==> config.mk <==
export PLATFORM = sky130hd
export DESIGN_NAME = pingpong_dma_chan
export DESIGN_NICKNAME = d
export VERILOG_FILES = /design/src/rtl/pp_dma_pkg.sv /design/src/rtl/pp_dma_window.sv /design/src/rtl/pp_dma_regs.sv /design/src/rtl/pp_dma_seq.sv /design/src/rtl/pingpong_dma_chan.sv
export SDC_FILE = /design/constraint.sdc
export NUM_CORES = 1
export LEC_CHECK = 0
export BUFFER_PORTS_ARGS = -buffer_cell sky130_fd_sc_hd__buf_2
export CAP_MARGIN = 20
export CORE_MARGIN = 4
export CORE_UTILIZATION = 40
export CTS_BUF_LIST = sky130_fd_sc_hd__clkbuf_8
export DETAILED_ROUTE_END_ITERATION = 8
export HOLD_SLACK_MARGIN = 0.1
export PLACE_DENSITY = 0.68
export SYNTH_ARGS = -nofsm -noshare
export SYNTH_HDL_FRONTEND = slang
export SYNTH_SLANG_ARGS = --single-unit
export TNS_END_PERCENT = 1
==> constraint.sdc <==
create_clock -name clk -period 8 [get_ports clk]
set_input_delay 1.2 -clock clk [delete_from_list [all_inputs] [get_ports clk]]
set_output_delay 1.2 -clock clk [all_outputs]
set_load 0.01 [all_outputs]
==> src/rtl/pp_dma_pkg.sv <==
package pp_dma_pkg;
  localparam int REG_AW = 3;

  localparam logic [REG_AW-1:0] RA_CTRL   = 3'd0;
  localparam logic [REG_AW-1:0] RA_DEV    = 3'd1;
  localparam logic [REG_AW-1:0] RA_BASE_A = 3'd2;
  localparam logic [REG_AW-1:0] RA_CNT_A  = 3'd3;
  localparam logic [REG_AW-1:0] RA_BASE_B = 3'd4;
  localparam logic [REG_AW-1:0] RA_CNT_B  = 3'd5;
  localparam logic [REG_AW-1:0] RA_PTR    = 3'd6;

  localparam int CB_RUN = 0;
  localparam int CB_IEN = 1;
  localparam int CB_STA = 2;
  localparam int CB_DNA = 4;
  localparam int CB_ERR = 6;
  localparam int CB_SEL = 7;

  typedef enum logic {SQ_IDLE = 1'b0, SQ_BURST = 1'b1} sq_state_e;
endpackage

==> src/rtl/pp_dma_window.sv <==
module pp_dma_window #(
  parameter int AW = 32,
  parameter logic [AW-1:0] LO = 32'hE000_0000,
  parameter logic [AW-1:0] HI = 32'hEFFF_FFFF
) (
  input  logic [AW-1:0] addr,
  output logic          hit
);
  assign hit = (addr >= LO) && (addr <= HI);
endmodule

==> src/rtl/pp_dma_regs.sv <==
module pp_dma_regs
  import pp_dma_pkg::*;
#(
  parameter int AW = 32,
  parameter int CW = 16
) (
  input  logic              clk,
  input  logic              rst_n,
  input  logic              wr,
  input  logic [REG_AW-1:0] addr,
  input  logic [AW-1:0]     wdata,
  output logic [AW-1:0]     rdata,
  input  logic              seq_done,
  input  logic              seq_err,
  input  logic [AW-1:0]     ptr,
  output logic              run,
  output logic              err,
  output logic              buf_sel,
  output logic [1:0]        start,
  output logic [AW-1:0]     base_a,
  output logic [AW-1:0]     base_b,
  output logic [CW-1:0]     cnt_a,
  output logic [CW-1:0]     cnt_b,
  output logic [AW-1:0]     dev_addr,
  output logic              irq
);
  logic          run_q, run_n, ien_q, ien_n, err_q, err_n, sel_q, sel_n, irq_q, irq_n;
  logic [1:0]    start_q, start_n, done_q, done_n;
  logic [AW-1:0] dev_q, dev_n;
  logic [AW-1:0] base_q [2];
  logic [AW-1:0] base_n [2];
  logic [CW-1:0] cnt_q  [2];
  logic [CW-1:0] cnt_n  [2];
  logic          wr_ctrl;

  assign wr_ctrl = wr && (addr == RA_CTRL);

  always_comb begin
    run_n = wr_ctrl ? wdata[CB_RUN] : run_q;
    ien_n = wr_ctrl ? wdata[CB_IEN] : ien_q;
    err_n = (err_q & ~(wr_ctrl & wdata[CB_ERR])) | seq_err;
    sel_n = sel_q ^ seq_done;
    dev_n = (wr && (addr == RA_DEV) && !run_q) ? wdata : dev_q;
    for (int b = 0; b < 2; b++) begin
      start_n[b] = (start_q[b] & ~(seq_done && (sel_q == b[0])))
                 | (wr_ctrl & wdata[CB_STA+b]);
      done_n[b]  = (done_q[b] & ~(wr_ctrl & wdata[CB_DNA+b]))
                 | (seq_done && (sel_q == b[0]));
      base_n[b]  = (wr && (addr == (b[0] ? RA_BASE_B : RA_BASE_A)) && !start_q[b])
                 ? wdata : base_q[b];
      cnt_n[b]   = (wr && (addr == (b[0] ? RA_CNT_B : RA_CNT_A)) && !start_q[b])
                 ? wdata[CW-1:0] : cnt_q[b];
    end
    irq_n = ien_n & ((|done_n) | err_n);
  end

  always_ff @(posedge clk or negedge rst_n) begin
    if (!rst_n) begin
      run_q   <= 1'b0;
      ien_q   <= 1'b0;
      err_q   <= 1'b0;
      sel_q   <= 1'b0;
      irq_q   <= 1'b0;
      start_q <= '0;
      done_q  <= '0;
      dev_q   <= '0;
      for (int b = 0; b < 2; b++) begin
        base_q[b] <= '0;
        cnt_q[b]  <= '0;
      end
    end else begin
      run_q   <= run_n;
      ien_q   <= ien_n;
      err_q   <= err_n;
      sel_q   <= sel_n;
      irq_q   <= irq_n;
      start_q <= start_n;
      done_q  <= done_n;
      dev_q   <= dev_n;
      for (int b = 0; b < 2; b++) begin
        base_q[b] <= base_n[b];
        cnt_q[b]  <= cnt_n[b];
      end
    end
  end

  always_comb begin
    rdata = '0;
    unique case (addr)
      RA_CTRL: begin
        rdata[CB_RUN]           = run_q;
        rdata[CB_IEN]           = ien_q;
        rdata[CB_STA+1:CB_STA]  = start_q;
        rdata[CB_DNA+1:CB_DNA]  = done_q;
        rdata[CB_ERR]           = err_q;
        rdata[CB_SEL]           = sel_q;
      end
      RA_DEV:    rdata = dev_q;
      RA_BASE_A: rdata = base_q[0];
      RA_CNT_A:  rdata = AW'(cnt_q[0]);
      RA_BASE_B: rdata = base_q[1];
      RA_CNT_B:  rdata = AW'(cnt_q[1]);
      RA_PTR:    rdata = ptr;
      default:   rdata = '0;
    endcase
  end

  assign run      = run_q;
  assign err      = err_q;
  assign buf_sel  = sel_q;
  assign start    = start_q;
  assign base_a   = base_q[0];
  assign base_b   = base_q[1];
  assign cnt_a    = cnt_q[0];
  assign cnt_b    = cnt_q[1];
  assign dev_addr = dev_q;
  assign irq      = irq_q;
endmodule

==> src/rtl/pp_dma_seq.sv <==
module pp_dma_seq
  import pp_dma_pkg::*;
#(
  parameter int AW = 32,
  parameter int CW = 16,
  parameter int BURST_BYTES = 16,
  parameter logic [AW-1:0] RSV_LO = 32'hE000_0000,
  parameter logic [AW-1:0] RSV_HI = 32'hEFFF_FFFF
) (
  input  logic          clk,
  input  logic          rst_n,
  input  logic          run,
  input  logic          err,
  input  logic          buf_sel,
  input  logic [1:0]    start,
  input  logic [AW-1:0] base_a,
  input  logic [AW-1:0] base_b,
  input  logic [CW-1:0] cnt_a,
  input  logic [CW-1:0] cnt_b,
  input  logic          dev_ready,
  input  logic          mem_ack,
  output logic          mem_req,
  output logic [AW-1:0] ptr,
  output logic          seq_done,
  output logic          seq_err
);
  localparam logic [AW-1:0] STEP = AW'(BURST_BYTES);

  sq_state_e     st_q, st_n;
  logic [AW-1:0] ptr_q, ptr_n, eff_ptr;
  logic [CW-1:0] rem_q, rem_n, eff_rem;
  logic          act_q, act_n, go, in_rsv;

  pp_dma_window #(.AW(AW), .LO(RSV_LO), .HI(RSV_HI)) u_win (
    .addr(eff_ptr),
    .hit (in_rsv)
  );

  always_comb begin
    go       = run & ~err & start[buf_sel];
    eff_ptr  = act_q ? ptr_q : (buf_sel ? base_b : base_a);
    eff_rem  = act_q ? rem_q : (buf_sel ? cnt_b : cnt_a);
    st_n     = st_q;
    ptr_n    = ptr_q;
    rem_n    = rem_q;
    act_n    = act_q;
    seq_done = 1'b0;
    seq_err  = 1'b0;
    unique case (st_q)
      SQ_IDLE: begin
        if (go) begin
          if (eff_rem == '0) begin
            seq_done = 1'b1;
            act_n    = 1'b0;
          end else if (dev_ready) begin
            ptr_n = eff_ptr;
            rem_n = eff_rem;
            act_n = 1'b1;
            if (in_rsv) seq_err = 1'b1;
            else        st_n    = SQ_BURST;
          end
        end
      end
      SQ_BURST: begin
        if (mem_ack) begin
          ptr_n = ptr_q + STEP;
          rem_n = rem_q - CW'(1);
          st_n  = SQ_IDLE;
          if (rem_q == CW'(1)) begin
            seq_done = 1'b1;
            act_n    = 1'b0;
          end
        end
      end
      default: st_n = SQ_IDLE;
    endcase
  end

  always_ff @(posedge clk or negedge rst_n) begin
    if (!rst_n) begin
      st_q  <= SQ_IDLE;
      ptr_q <= '0;
      rem_q <= '0;
      act_q <= 1'b0;
    end else begin
      st_q  <= st_n;
      ptr_q <= ptr_n;
      rem_q <= rem_n;
      act_q <= act_n;
    end
  end

  assign mem_req = (st_q == SQ_BURST);
  assign ptr     = ptr_q;
endmodule

==> src/rtl/pingpong_dma_chan.sv <==
module pingpong_dma_chan
  import pp_dma_pkg::*;
#(
  parameter int AW = 32,
  parameter int CW = 16,
  parameter int BURST_BYTES = 16,
  parameter logic [AW-1:0] RSV_LO = 32'hE000_0000,
  parameter logic [AW-1:0] RSV_HI = 32'hEFFF_FFFF
) (
  input  logic              clk,
  input  logic              rst_n,
  input  logic              reg_wr,
  input  logic [REG_AW-1:0] reg_addr,
  input  logic [AW-1:0]     reg_wdata,
  output logic [AW-1:0]     reg_rdata,
  input  logic              dev_ready,
  output logic              mem_req,
  output logic [AW-1:0]     mem_addr,
  input  logic              mem_ack,
  output logic [AW-1:0]     dev_addr,
  output logic              irq
);
  logic          run_w, err_w, sel_w, done_w, serr_w;
  logic [1:0]    start_w;
  logic [AW-1:0] base_a_w, base_b_w, ptr_w;
  logic [CW-1:0] cnt_a_w, cnt_b_w;

  pp_dma_regs #(.AW(AW), .CW(CW)) u_regs (
    .clk     (clk),
    .rst_n   (rst_n),
    .wr      (reg_wr),
    .addr    (reg_addr),
    .wdata   (reg_wdata),
    .rdata   (reg_rdata),
    .seq_done(done_w),
    .seq_err (serr_w),
    .ptr     (ptr_w),
    .run     (run_w),
    .err     (err_w),
    .buf_sel (sel_w),
    .start   (start_w),
    .base_a  (base_a_w),
    .base_b  (base_b_w),
    .cnt_a   (cnt_a_w),
    .cnt_b   (cnt_b_w),
    .dev_addr(dev_addr),
    .irq     (irq)
  );

  pp_dma_seq #(
    .AW(AW), .CW(CW), .BURST_BYTES(BURST_BYTES), .RSV_LO(RSV_LO), .RSV_HI(RSV_HI)
  ) u_seq (
    .clk      (clk),
    .rst_n    (rst_n),
    .run      (run_w),
    .err      (err_w),
    .buf_sel  (sel_w),
    .start    (start_w),
    .base_a   (base_a_w),
    .base_b   (base_b_w),
    .cnt_a    (cnt_a_w),
    .cnt_b    (cnt_b_w),
    .dev_ready(dev_ready),
    .mem_ack  (mem_ack),
    .mem_req  (mem_req),
    .ptr      (ptr_w),
    .seq_done (done_w),
    .seq_err  (serr_w)
  );

  assign mem_addr = ptr_w;
endmodule

==> run summary, run 1 <==
Crit path time final = 4830 ps
Starting utilization of the core area = 41.1%
CTS-repair resized insts = 0
Placement Rows = 59
Count of final hold-check violations = 0
Syn Inst Count = 1047
Most repeated library cell on the critical path = buf_2
Synthesis-to-finish area growth = 12.2%
Relative contribution of sequential cells to total power = 40.7%
Die Area = 29800 um^2
HPWL after detailed placement = 21500 um
Sw Pwr = 1.94 mW
Share of synthesized flip-flops with an asynchronous set or reset = 100%
Number of detailed-route iterations in the first pass = 5
Total clock buffers created by CTS = 17
Cell chosen for the clock root = clkbuf_8
Total core area = 26400 um^2
RSZ-0062 raised after global routing = no
Setup TNS = 0 ps
Wire length of the first global-routing pass = 50000 um
Count of final setup violators = 0
Sequence of cells on the critical path = buf_2, nor2b_1, and2_1, a22oi_1, nand3_1, buf_2
Part of the power in combinational logic = 44.2%
Count of hold-fix buffers inserted at cts = 0
Utilization after layout = 46.1%
Antenna-violating nets left = 0
Switching fraction of total power = 42.9%
Hold-critical path endpoint = u_seq.ptr[0]$_DFFE_PN0P_
Area used by multi-input combinational logic = 5730 um^2
Final wirelength = 31400 um
Netlist cell types = 64
Count of buffers added by post-CTS timing repair for setup = 0
Met3 track utilization from global routing = 3.05%
Slew headroom = 24.5%
Vias after detailed routing = 8935
Final cell count without fillers = 1477
Antenna violations before repair = 0
Cells on Worst Hold Path = 1
Clock latency on the worst-skew pair = 470 ps
CTS sink count = 187
Maximum vdd ir drop = 0.148 mV
IO buf count = 137
Tcrit/Tclk final = 60.3%
Slowest cell on the critical path = and2_1
Crit path max fanout = 27
Worst setup slack for register-to-register paths = 4280 ps
Count of pins on the block boundary = 138
Global Route Usage Sum = 20.6%
Origin of the critical flop-to-flop path = u_regs.buf_sel$_DFF_PN0_
Worst Min Path Start = u_seq.ptr[0]$_DFFE_PN0P_
GR peak layer = met2
Clock slew at the register clock pins of the worst setup and hold paths = 110 ps
Proportion of layout cells with a drive suffix above 1 = 33.1%
Cell count after placement = 1445
Number of fill cells in the layout = 2419
Initial drt markers = 797
Most frequent cells in the layout = 184 x dfrtp_1, 173 x mux2_2, 136 x buf_2, 83 x nand2_1, 64 x mux2i_1
Most common cell after layout, fill and taps aside = dfrtp_1
Clock Path Buffers = 2
Clk_skew = 14.0 ps
Number of levels in the clock H-tree = 4
Detailed-route vias per instance = 6.05
Cell-internal power = 2.58 mW
Critical path buffer and inverter count = 2
Transition time at the pin with the least slew margin = 1130 ps
Residual DRC = 0
Critical path startpoint category = primary input
Nature of the critical path endpoint = output port
Remaining global-route overflow = 0
Routability Congestion = 0.854
Status = completed
Required @ worst endpoint = 6800 ps
Main synth FF type = dfrtp_1
Clock tree from TritonCTS = yes
Crit Path Class = primary input to output port
Clock network fraction of total power = 15.1%
Yosys synthesis warning count = 0
Register Area = 4680 um^2
Final-report max-slew violation count = 0
Max-Cap Viols = 0
Average instance area after synthesis = 10.3 um^2
Pin count of the biggest net entering global routing = 92
Static leakage power = 5.51 nW
Via count of the first global-routing pass = 8642
Nets = 1174
Number of nets in the synthesized netlist = 1092
Post-Route Hold Slack = 538 ps
Flip-flop and latch count after synthesis = 187
CP top delay family = simple AND/OR/NAND/NOR gates
Worst Reg2Reg Path Length in Cells = 8
FMAX = 207 MHz
Worst path arrival time = 3630 ps
Met1 GRT Util = 30.0%
Wire per inst = 21.3 um
Chip Height = 173 um
Post-synth design cell area = 10800 um^2
Die width = 173 um
Power per cell area = 372 nW/um^2
Number of enable flip-flop cells after synthesis = 0
Share of the yosys chip area belonging to registers = 43.2%
Worst min-delay path category = flop to flop
Delay contributed by the slowest stage of the critical path = 950 ps
GR met2 Demand/Resource = 32.1%
Ant diodes = 0
Critical R2R Capture = u_seq.rem_q[13]$_DFFE_PN0P_
worst register-to-register path: stages, from the launching register on:
cell and delay, ps:
dfrtp_2 350, buf_4 640, mux2_2 510, mux2i_1 250
nand4_1 200, nor4_2 680, buf_4 420, nor2_1 230
a221o_1 340
power groups by stage:
stage	sequential [mW]	clock, mW	combinational [mW]
2_1_floorplan	1.69	0	1.44
3_3_place_gp	1.82	0	1.95
3_5_place_dp	1.84	0	2.00
4_1_cts	1.82	0.699	2.01
5_1_grt	1.90	0.737	2.19
6_report	1.84	0.683	2.00
how the worst max path moves through the flow:
stage                start  cells after the start  slack, ps                       endpoint
2_1_floorplan  reg_addr[2]                      7       3980                   reg_rdata[5]
3_3_place_gp   reg_addr[0]                      6       3280                   reg_rdata[3]
3_5_place_dp   reg_addr[1]                      5       3210  u_regs.base_a[29]$_DFFE_PN0P_
4_1_cts        reg_addr[1]                      6       3220                  reg_rdata[13]
5_1_grt        reg_addr[1]                      6       3020                  reg_rdata[13]
6_report       reg_addr[1]                      6       3170                  reg_rdata[13]
routing by layer:
metal / up-vias / share of wire (%)
li1: 4088 / -
met1: 4492 / 46
met2: 309 / 46
met3: 46 / 5.7
met4: 0 / 2.1
met5: - / 0
registers in the layout, summed over array words and instances, names as in the netlist:
signal and count:
u_regs.base_a 32, u_regs.base_b 32, u_regs.ien_q 1, u_regs.buf_sel 1
u_regs.irq 1, u_regs.start 2, u_regs.done_q 2, u_regs.cnt_b 16
u_seq.act_q 1, u_seq.mem_req 1, u_regs.run 1, u_regs.err 1
u_seq.rem_q 16, u_regs.dev_addr 32, u_regs.cnt_a 16, u_seq.ptr 32
through the flow:
step           setup WS, ps  cell area, um^2  power (mW)
2_1_floorplan          3980            10800        3.14
3_3_place_gp           3280            11700        3.78
3_5_place_dp           3210            11700        3.84
4_1_cts                3220            12100        4.53
5_1_grt                3020            12100        4.82
6_report               3170            12100        4.52
cells by family after synthesis:
group | share of synthesized area [%]
adders and majority gates | 0.578
buffers and inverters | 4.05
and+or+nand+nor | 11.7
muxes | 25.0
xor gates and xnor gates | 0.162
AOI/OAI and AO/OA | 15.3
DFF | 43.2
synthesized netlist by cell type (4+ instances only):
cell	number	share of area (%)
dfrtp_1	187	43
o22ai_1	7	0.40
o221a_2	4	0.42
or4_1	6	0.42
and2_1	7	0.40
mux2_4	4	0.55
mux2i_1	64	5.9
nand2_1	83	2.9
nand3_1	31	1.4
nor2_1	55	1.9
a21o_1	7	0.49
buf_2	8	0.37
or3_1	7	0.40
a22o_1	11	0.89
a221o_1	13	1.2
a31oi_1	12	0.69
a221oi_1	5	0.40
o21ai_0	50	2.3
a21boi_0	4	0.28
buf_1	15	0.52
inv_1	17	0.59
mux2_2	173	18
o221ai_1	4	0.32
nor4_1	11	0.64
o311ai_0	4	0.32
and3_1	9	0.52
and4_1	5	0.40
a21oi_1	44	2.0
a22oi_1	45	3.1
nor2b_1	5	0.29
o211ai_1	7	0.49
nand4_1	13	0.75
nor3_1	15	0.69
clkbuf_1	63	2.2
ha_1	5	0.58
final cells by class:
type                       instances  area share (%)
clock buffer                      18            2.04
multi-input combinational        752            47.2
inverter                          19           0.587
clock inverter                    14            1.51
timing repair buffer             152            6.65
tap                              335            3.45
sequential                       187            38.6
(Power assumes the default switching activity.)
==> run 2: changes to the inputs <==
clock period = 4.59 ns   (was 8 ns; I/O delays follow)
==> run 2 against run 1 <==
Sequential share of layout area down 0.052 points. Die area unchanged. Register-to-register slack lost 3200 ps. Sequential power grew 87%. Routed wire length grew 2.1%. Critical endpoint is now u_regs.irq$_DFF_PN0_. Largest power group is now sequential cells.
==> run summary, run 2 (synthesized netlist as in run 1, its figures left out) <==
Status = completed
Required @ worst endpoint = 4980 ps (-1820 ps)
Most common cell after layout, fill and taps aside = dfrtp_1
Count of buffers added by post-CTS timing repair for setup = 0 (unchanged)
Count of pins on the block boundary = 138 (unchanged)
Maximum vdd ir drop = 0.273 mV (+84%)
Setup TNS = 0 ps (unchanged)
Crit path max fanout = 38 (+41%)
Static leakage power = 5.53 nW (+0.40%)
Placement Rows = 59 (unchanged)
Most frequent cells in the layout = 184 x dfrtp_1, 173 x mux2_2, 136 x buf_2, 83 x nand2_1, 64 x mux2i_1
Count of hold-fix buffers inserted at cts = 0 (unchanged)
Number of levels in the clock H-tree = 4 (unchanged)
Power per cell area = 641 nW/um^2 (+72%)
Sequence of cells on the critical path = mux2_2, mux2i_1, nand4_1, or4_1, a21boi_0, ha_1, a21o_1, nor3b_1, a21boi_0
Number of detailed-route iterations in the first pass = 7 (+2)
Nets = 1183 (+0.77%)
RSZ-0062 raised after global routing = no
Clk_skew = 27.6 ps (+13.6 ps)
Clock slew at the register clock pins of the worst setup and hold paths = 110 ps (about the same)
Worst min-delay path category = primary input to asynchronous set/reset pin
Routability Congestion = 0.927 (+8.5%)
Ant diodes = 0 (unchanged)
Global Route Usage Sum = 21.1% (+0.47 points)
Register Area = 4680 um^2 (unchanged)
Worst setup slack for register-to-register paths = 1050 ps (-3230 ps)
Post-route cell area = 12200 um^2 (+0.13%)
Max-Cap Viols = 0 (unchanged)
Remaining global-route overflow = 0 (unchanged)
Die width = 173 um (unchanged)
Nature of the critical path endpoint = flop
Synthesis-to-finish area growth = 12.3%
Via count of the first global-routing pass = 8801 (+1.8%)
Initial drt markers = 962 (+21%)
Slowest cell on the critical path = dfrtp_2
Number of fill cells in the layout = 2406 (-0.54%)
Antenna-violating nets left = 0 (unchanged)
Residual DRC = 0 (unchanged)
Final-report max-slew violation count = 0 (unchanged)
Critical R2R Capture = u_regs.irq$_DFF_PN0_
Clock Path Buffers = 2 (unchanged)
Critical path startpoint category = flop
Vias after detailed routing = 9092 (+1.8%)
Pin count of the biggest net entering global routing = 107 (+16%)
Count of final hold-check violations = 0 (unchanged)
Placed Area = 11800 um^2 (+0.68%)
Most repeated library cell on the critical path = a21boi_0
IO buf count = 137 (unchanged)
Worst path arrival time = 3930 ps (+300 ps)
Origin of the critical flop-to-flop path = u_regs.buf_sel$_DFF_PN0_
Final wirelength = 32100 um (+2.1%)
Tcrit/Tclk final = 77.1%
Total clock buffers created by CTS = 17 (unchanged)
Slew headroom = 32.9% (+8.4 points)
CTS sink count = 187 (unchanged)
Detailed-route vias per instance = 6.12 (+1.2%)
Starting utilization of the core area = 41.1% (unchanged)
Cell chosen for the clock root = clkbuf_8
CTS-repair resized insts = 0 (unchanged)
Clock tree from TritonCTS = yes
Wire per inst = 21.6 um (+1.5%)
Crit Path Class = flop to flop
Total core area = 26400 um^2 (unchanged)
Wire length of the first global-routing pass = 51400 um (+2.7%)
Worst Reg2Reg Path Length in Cells = 9 (+1)
Chip Height = 173 um (unchanged)
Transition time at the pin with the least slew margin = 1010 ps (-126 ps)
FMAX = 282 MHz
Proportion of layout cells with a drive suffix above 1 = 33.6% (+0.47 points)
Clock latency on the worst-skew pair = 480 ps (about the same)
Crit path time final = 3540 ps
Area used by multi-input combinational logic = 5730 um^2 (unchanged)
Die Area = 29800 um^2 (unchanged)
Antenna violations before repair = 0 (unchanged)
Count of final setup violators = 0 (unchanged)
HPWL after detailed placement = 22200 um (+3.4%)
Delay contributed by the slowest stage of the critical path = 1040 ps (+90 ps)
==> run 2: worst max-delay path, delay by kind of cell (launching register included) <==
kind	cells	cell delay (ps)
AOI/OAI and AO/OA	3	710
and+or+nand+nor	3	780
DFF	1	1040
adders and majority gates	1	270
muxes	2	650
==> run 2: layout make-up <==
class | count | area share [%]
clock buffers | 17 | 1.92
clock inverters | 14 | 1.10
inverters | 19 | 0.587
multi-input cells | 752 | 47.1
flip-flops and latches | 187 | 38.5
well taps | 335 | 3.45
repair buffers | 161 | 7.30
==> run 2: through the flow <==
| stage | setup WS, ps | total power [mW] | util, % | std cells | hold slack [ps] |
|---|---|---|---|---|---|
| detailed placement | 1010 | 6.69 | 44.7 | 1454 | 512 |
| global placement | 991 | 6.60 | 44.7 | 1454 | 505 |
| CTS | 1070 | 7.76 | 46.1 | 1485 | 333 |
| finish | 1050 | 7.79 | 46.1 | 1485 | 287 |
| floorplan | 1590 | 5.47 | - | 1047 | 393 |
| global route | 810 | 8.31 | 46.1 | 1485 | 351 |
==> run 2: power breakdown <==
part	switching [mW]	internal, mW	total [mW]
combinational	1.66	1.62	3.28
sequential	1.08	2.36	3.44
clock	0.674	0.397	1.07
==> run 2: routing by layer <==
metal	up-vias	routed length, um	global-route usage [%]
met1	4549	14700	31.1
met4	0	772	6.75
met2	398	14500	31.8
met5	-	0	0
met3	52	2110	3.60
li1	4093	-	-
==> run 2: how the worst max path moves through the flow <==
stage                              from                       endpoint  slack [ps]  cells after the start
3_3_place_gp                reg_addr[1]  u_regs.base_a[25]$_DFFE_PN0P_         990                      6
6_report       u_regs.buf_sel$_DFF_PN0_           u_regs.irq$_DFF_PN0_        1050                      9
4_1_cts        u_regs.buf_sel$_DFF_PN0_           u_regs.irq$_DFF_PN0_        1070                      9
2_1_floorplan               reg_addr[2]                   reg_rdata[5]        1590                      7
3_5_place_dp                reg_addr[1]  u_regs.base_a[20]$_DFFE_PN0P_        1010                      6
5_1_grt        u_regs.buf_sel$_DFF_PN0_           u_regs.irq$_DFF_PN0_         810                      9
==> run 3: changes to the inputs <==
PLACE_DENSITY = 0.7   (was 0.68)
clock period = 2.9 ns   (was 4.59 ns; I/O delays follow)
==> run 3 against run 2 <==
Critical path depth rose by 2. Critical endpoint unchanged. Combinational power up 91%. Flip-flop and latch count did not move. Setup slack worse by 990 ps. Largest cell class unchanged. Register-to-register slack lost 990 ps. Count of clock-buffer cells in the layout did not move.
==> run summary, run 3 (synthesized netlist as in run 1, its figures left out) <==
Post-Route Hold Slack = 206 ps (-81.1 ps)
Die Area = 29800 um^2 (unchanged)
Clock tree from TritonCTS = yes
Static leakage power = 5.86 nW (+6.0%)
Antenna-violating nets left = 0 (unchanged)
Initial drt markers = 740 (-23%)
Crit path time final = 2840 ps (-699 ps)
Starting utilization of the core area = 41.1% (unchanged)
Final wirelength = 33500 um (+4.4%)
Slew headroom = 59.5% (+27 points)
Count of final hold-check violations = 0 (unchanged)
Final-report max-slew violation count = 0 (unchanged)
Chip Height = 173 um (unchanged)
Relative contribution of sequential cells to total power = 38.6% (-5.6 points)
Clock network fraction of total power = 13.8% (about the same)
Nets = 1243 (+5.1%)
Cell chosen for the clock root = clkbuf_8
Clock latency on the worst-skew pair = 480 ps (about the same)
Wire per inst = 21.7 um (+0.34%)
Vias after detailed routing = 9339 (+2.7%)
Clock slew at the register clock pins of the worst setup and hold paths = 110 ps (about the same)
HPWL after detailed placement = 24200 um (+9.0%)
FMAX = 352 MHz (+25%)
CTS sink count = 187 (unchanged)
Critical path startpoint category = flop
Cell-internal power = 7.58 mW (+73%)
Count of final setup violators = 0 (unchanged)
Part of the power in combinational logic = 47.7% (+5.6 points)
Crit Path Class = flop to flop
Crit path max fanout = 9 (-76%)
Worst min-delay path category = primary input to flop
Switching fraction of total power = 42.3% (-1.5 points)
Die width = 173 um (unchanged)
Detailed-route vias per instance = 6.04 (-1.3%)
Synthesis-to-finish area growth = 17.8%
Total core area = 26400 um^2 (unchanged)
Max-Cap Viols = 0 (unchanged)
Total clock buffers created by CTS = 17 (unchanged)
Clk_skew = 19.4 ps (-8.18 ps)
Number of fill cells in the layout = 2370 (-1.5%)
Required @ worst endpoint = 3270 ps (-1710 ps)
Pin count of the biggest net entering global routing = 60 (-44%)
RSZ-0062 raised after global routing = no
Worst path arrival time = 3210 ps (-720 ps)
Nature of the critical path endpoint = flop
Number of detailed-route iterations in the first pass = 5 (-2)
Routability Congestion = 0.969 (+4.6%)
Antenna violations before repair = 0 (unchanged)
Number of levels in the clock H-tree = 4 (unchanged)
Placement Rows = 59 (unchanged)
Utilization after layout = 48.4% (+2.3 points)
Count of pins on the block boundary = 138 (unchanged)
Tcrit/Tclk final = 98.0% (+21 points)
Wire length of the first global-routing pass = 53300 um (+3.7%)
Power per cell area = 1030 nW/um^2 (+61%)
Global Route Usage Sum = 22.1% (+0.98 points)
Via count of the first global-routing pass = 9224 (+4.8%)
Most common cell after layout, fill and taps aside = dfrtp_1
Sw Pwr = 5.55 mW (+63%)
Residual DRC = 0 (unchanged)
Ant diodes = 0 (unchanged)
Clock Path Buffers = 2 (unchanged)
Least setup slack across all paths after layout = 59.2 ps (-991 ps)
Place WS = -185 ps (-1190 ps)
Status = completed
Remaining global-route overflow = 0 (unchanged)
Maximum vdd ir drop = 0.491 mV (+80%)
Transition time at the pin with the least slew margin = 590 ps (-416 ps)
IO buf count = 137 (unchanged)
Most frequent cells in the layout = 184 x dfrtp_1, 173 x mux2_2, 136 x buf_2, 83 x nand2_1, 73 x buf_4
Proportion of layout cells with a drive suffix above 1 = 37.1% (+3.5 points)
run 3: changes by cell type in the layout (fill, tap and decap cells not counted), moves of 2 or more:
cell / previous run / this run
buf_12: 1 / 8
buf_4: 23 / 73
buf_6: 0 / 2
bufinv_16: 0 / 2
clkinv_2: 0 / 2
clkinv_4: 4 / 2
inv_8: 4 / 2
run 3: repair_timing:
item | 4_1_cts | 5_1_grt
setup endpoints to repair | 4 | 18
pin swaps | 0 | 1
hold endpoints to repair | 55 | 0
buffers inserted | 1 | 2
hold buffers | 1 | 0
gates resized for setup | 4 | 4
run 3: worst max-delay path, cell delays in order (launching register included):
cell      delay, ps
dfrtp_4         510
buf_12          150
buf_4           130
mux2_2          270
mux2i_1         210
nand4_1         170
or4_4           500
a21boi_4        210
ha_2            210
a21o_1          110
nor3b_1          50
a21boi_0        230
run 3: cell type report:
type | count | area, um^2 | share of cell area (%)
inverter | 19 | 71.3 | 0.559
tap | 335 | 419 | 3.29
clock inverter | 14 | 160 | 1.26
clock buffer | 17 | 234 | 1.83
multi-input combinational | 752 | 5750 | 45.1
sequential | 187 | 4690 | 36.7
timing repair buffer | 221 | 1440 | 11.3
run 3: path summary, 6_finish.rpt:
path / cells past startpoint / endpoint / slack (ps) / from
worst min-delay path: 2 / u_regs.base_b[28]$_DFFE_PN0P_ / 210 / reg_wdata[28]
min in group asynchronous: 2 / u_seq.ptr[3]$_DFFE_PN0P_ / 500 / rst_n
worst max register to register: 11 / u_regs.irq$_DFF_PN0_ / 60 / u_regs.buf_sel$_DFF_PN0_
worst min register to register: 1 / u_regs.done_q[1]$_DFF_PN0_ / 530 / u_regs.done_q[1]$_DFF_PN0_
max in group asynchronous: 3 / u_seq.mem_req$_DFF_PN0_ / 1500 / rst_n
worst max-delay path: 11 / u_regs.irq$_DFF_PN0_ / 60 / u_regs.buf_sel$_DFF_PN0_
run 3: power by group through the flow:
stage / combinational [mW] / clock (mW) / sequential [mW]
4_1_cts: 6.15 / 1.83 / 5.04
5_1_grt: 6.83 / 1.93 / 5.22
2_1_floorplan: 3.99 / 0 / 4.67
6_report: 6.26 / 1.81 / 5.06
3_3_place_gp: 5.95 / 0 / 5.07
3_5_place_dp: 6.08 / 0 / 5.10
run 3: through the flow:
step           TNS, ps  instance area [um^2]  instances  power (mW)
2_1_floorplan        0                 10800       1047        8.66
3_3_place_gp     -32.5                 12300       1510        11.0
3_5_place_dp      -185                 12300       1510        11.2
4_1_cts              0                 12700       1543        13.0
5_1_grt              0                 12800       1545        14.0
6_report             0                 12800       1545        13.1
run 3: routing by layer:
layer	share of wire, %	global-route usage, %	wire length (um)
met4	1.9	5.69	636
met2	46	34.1	15300
met1	45	32.1	15000
met5	0	0	0
met3	7.7	4.21	2590
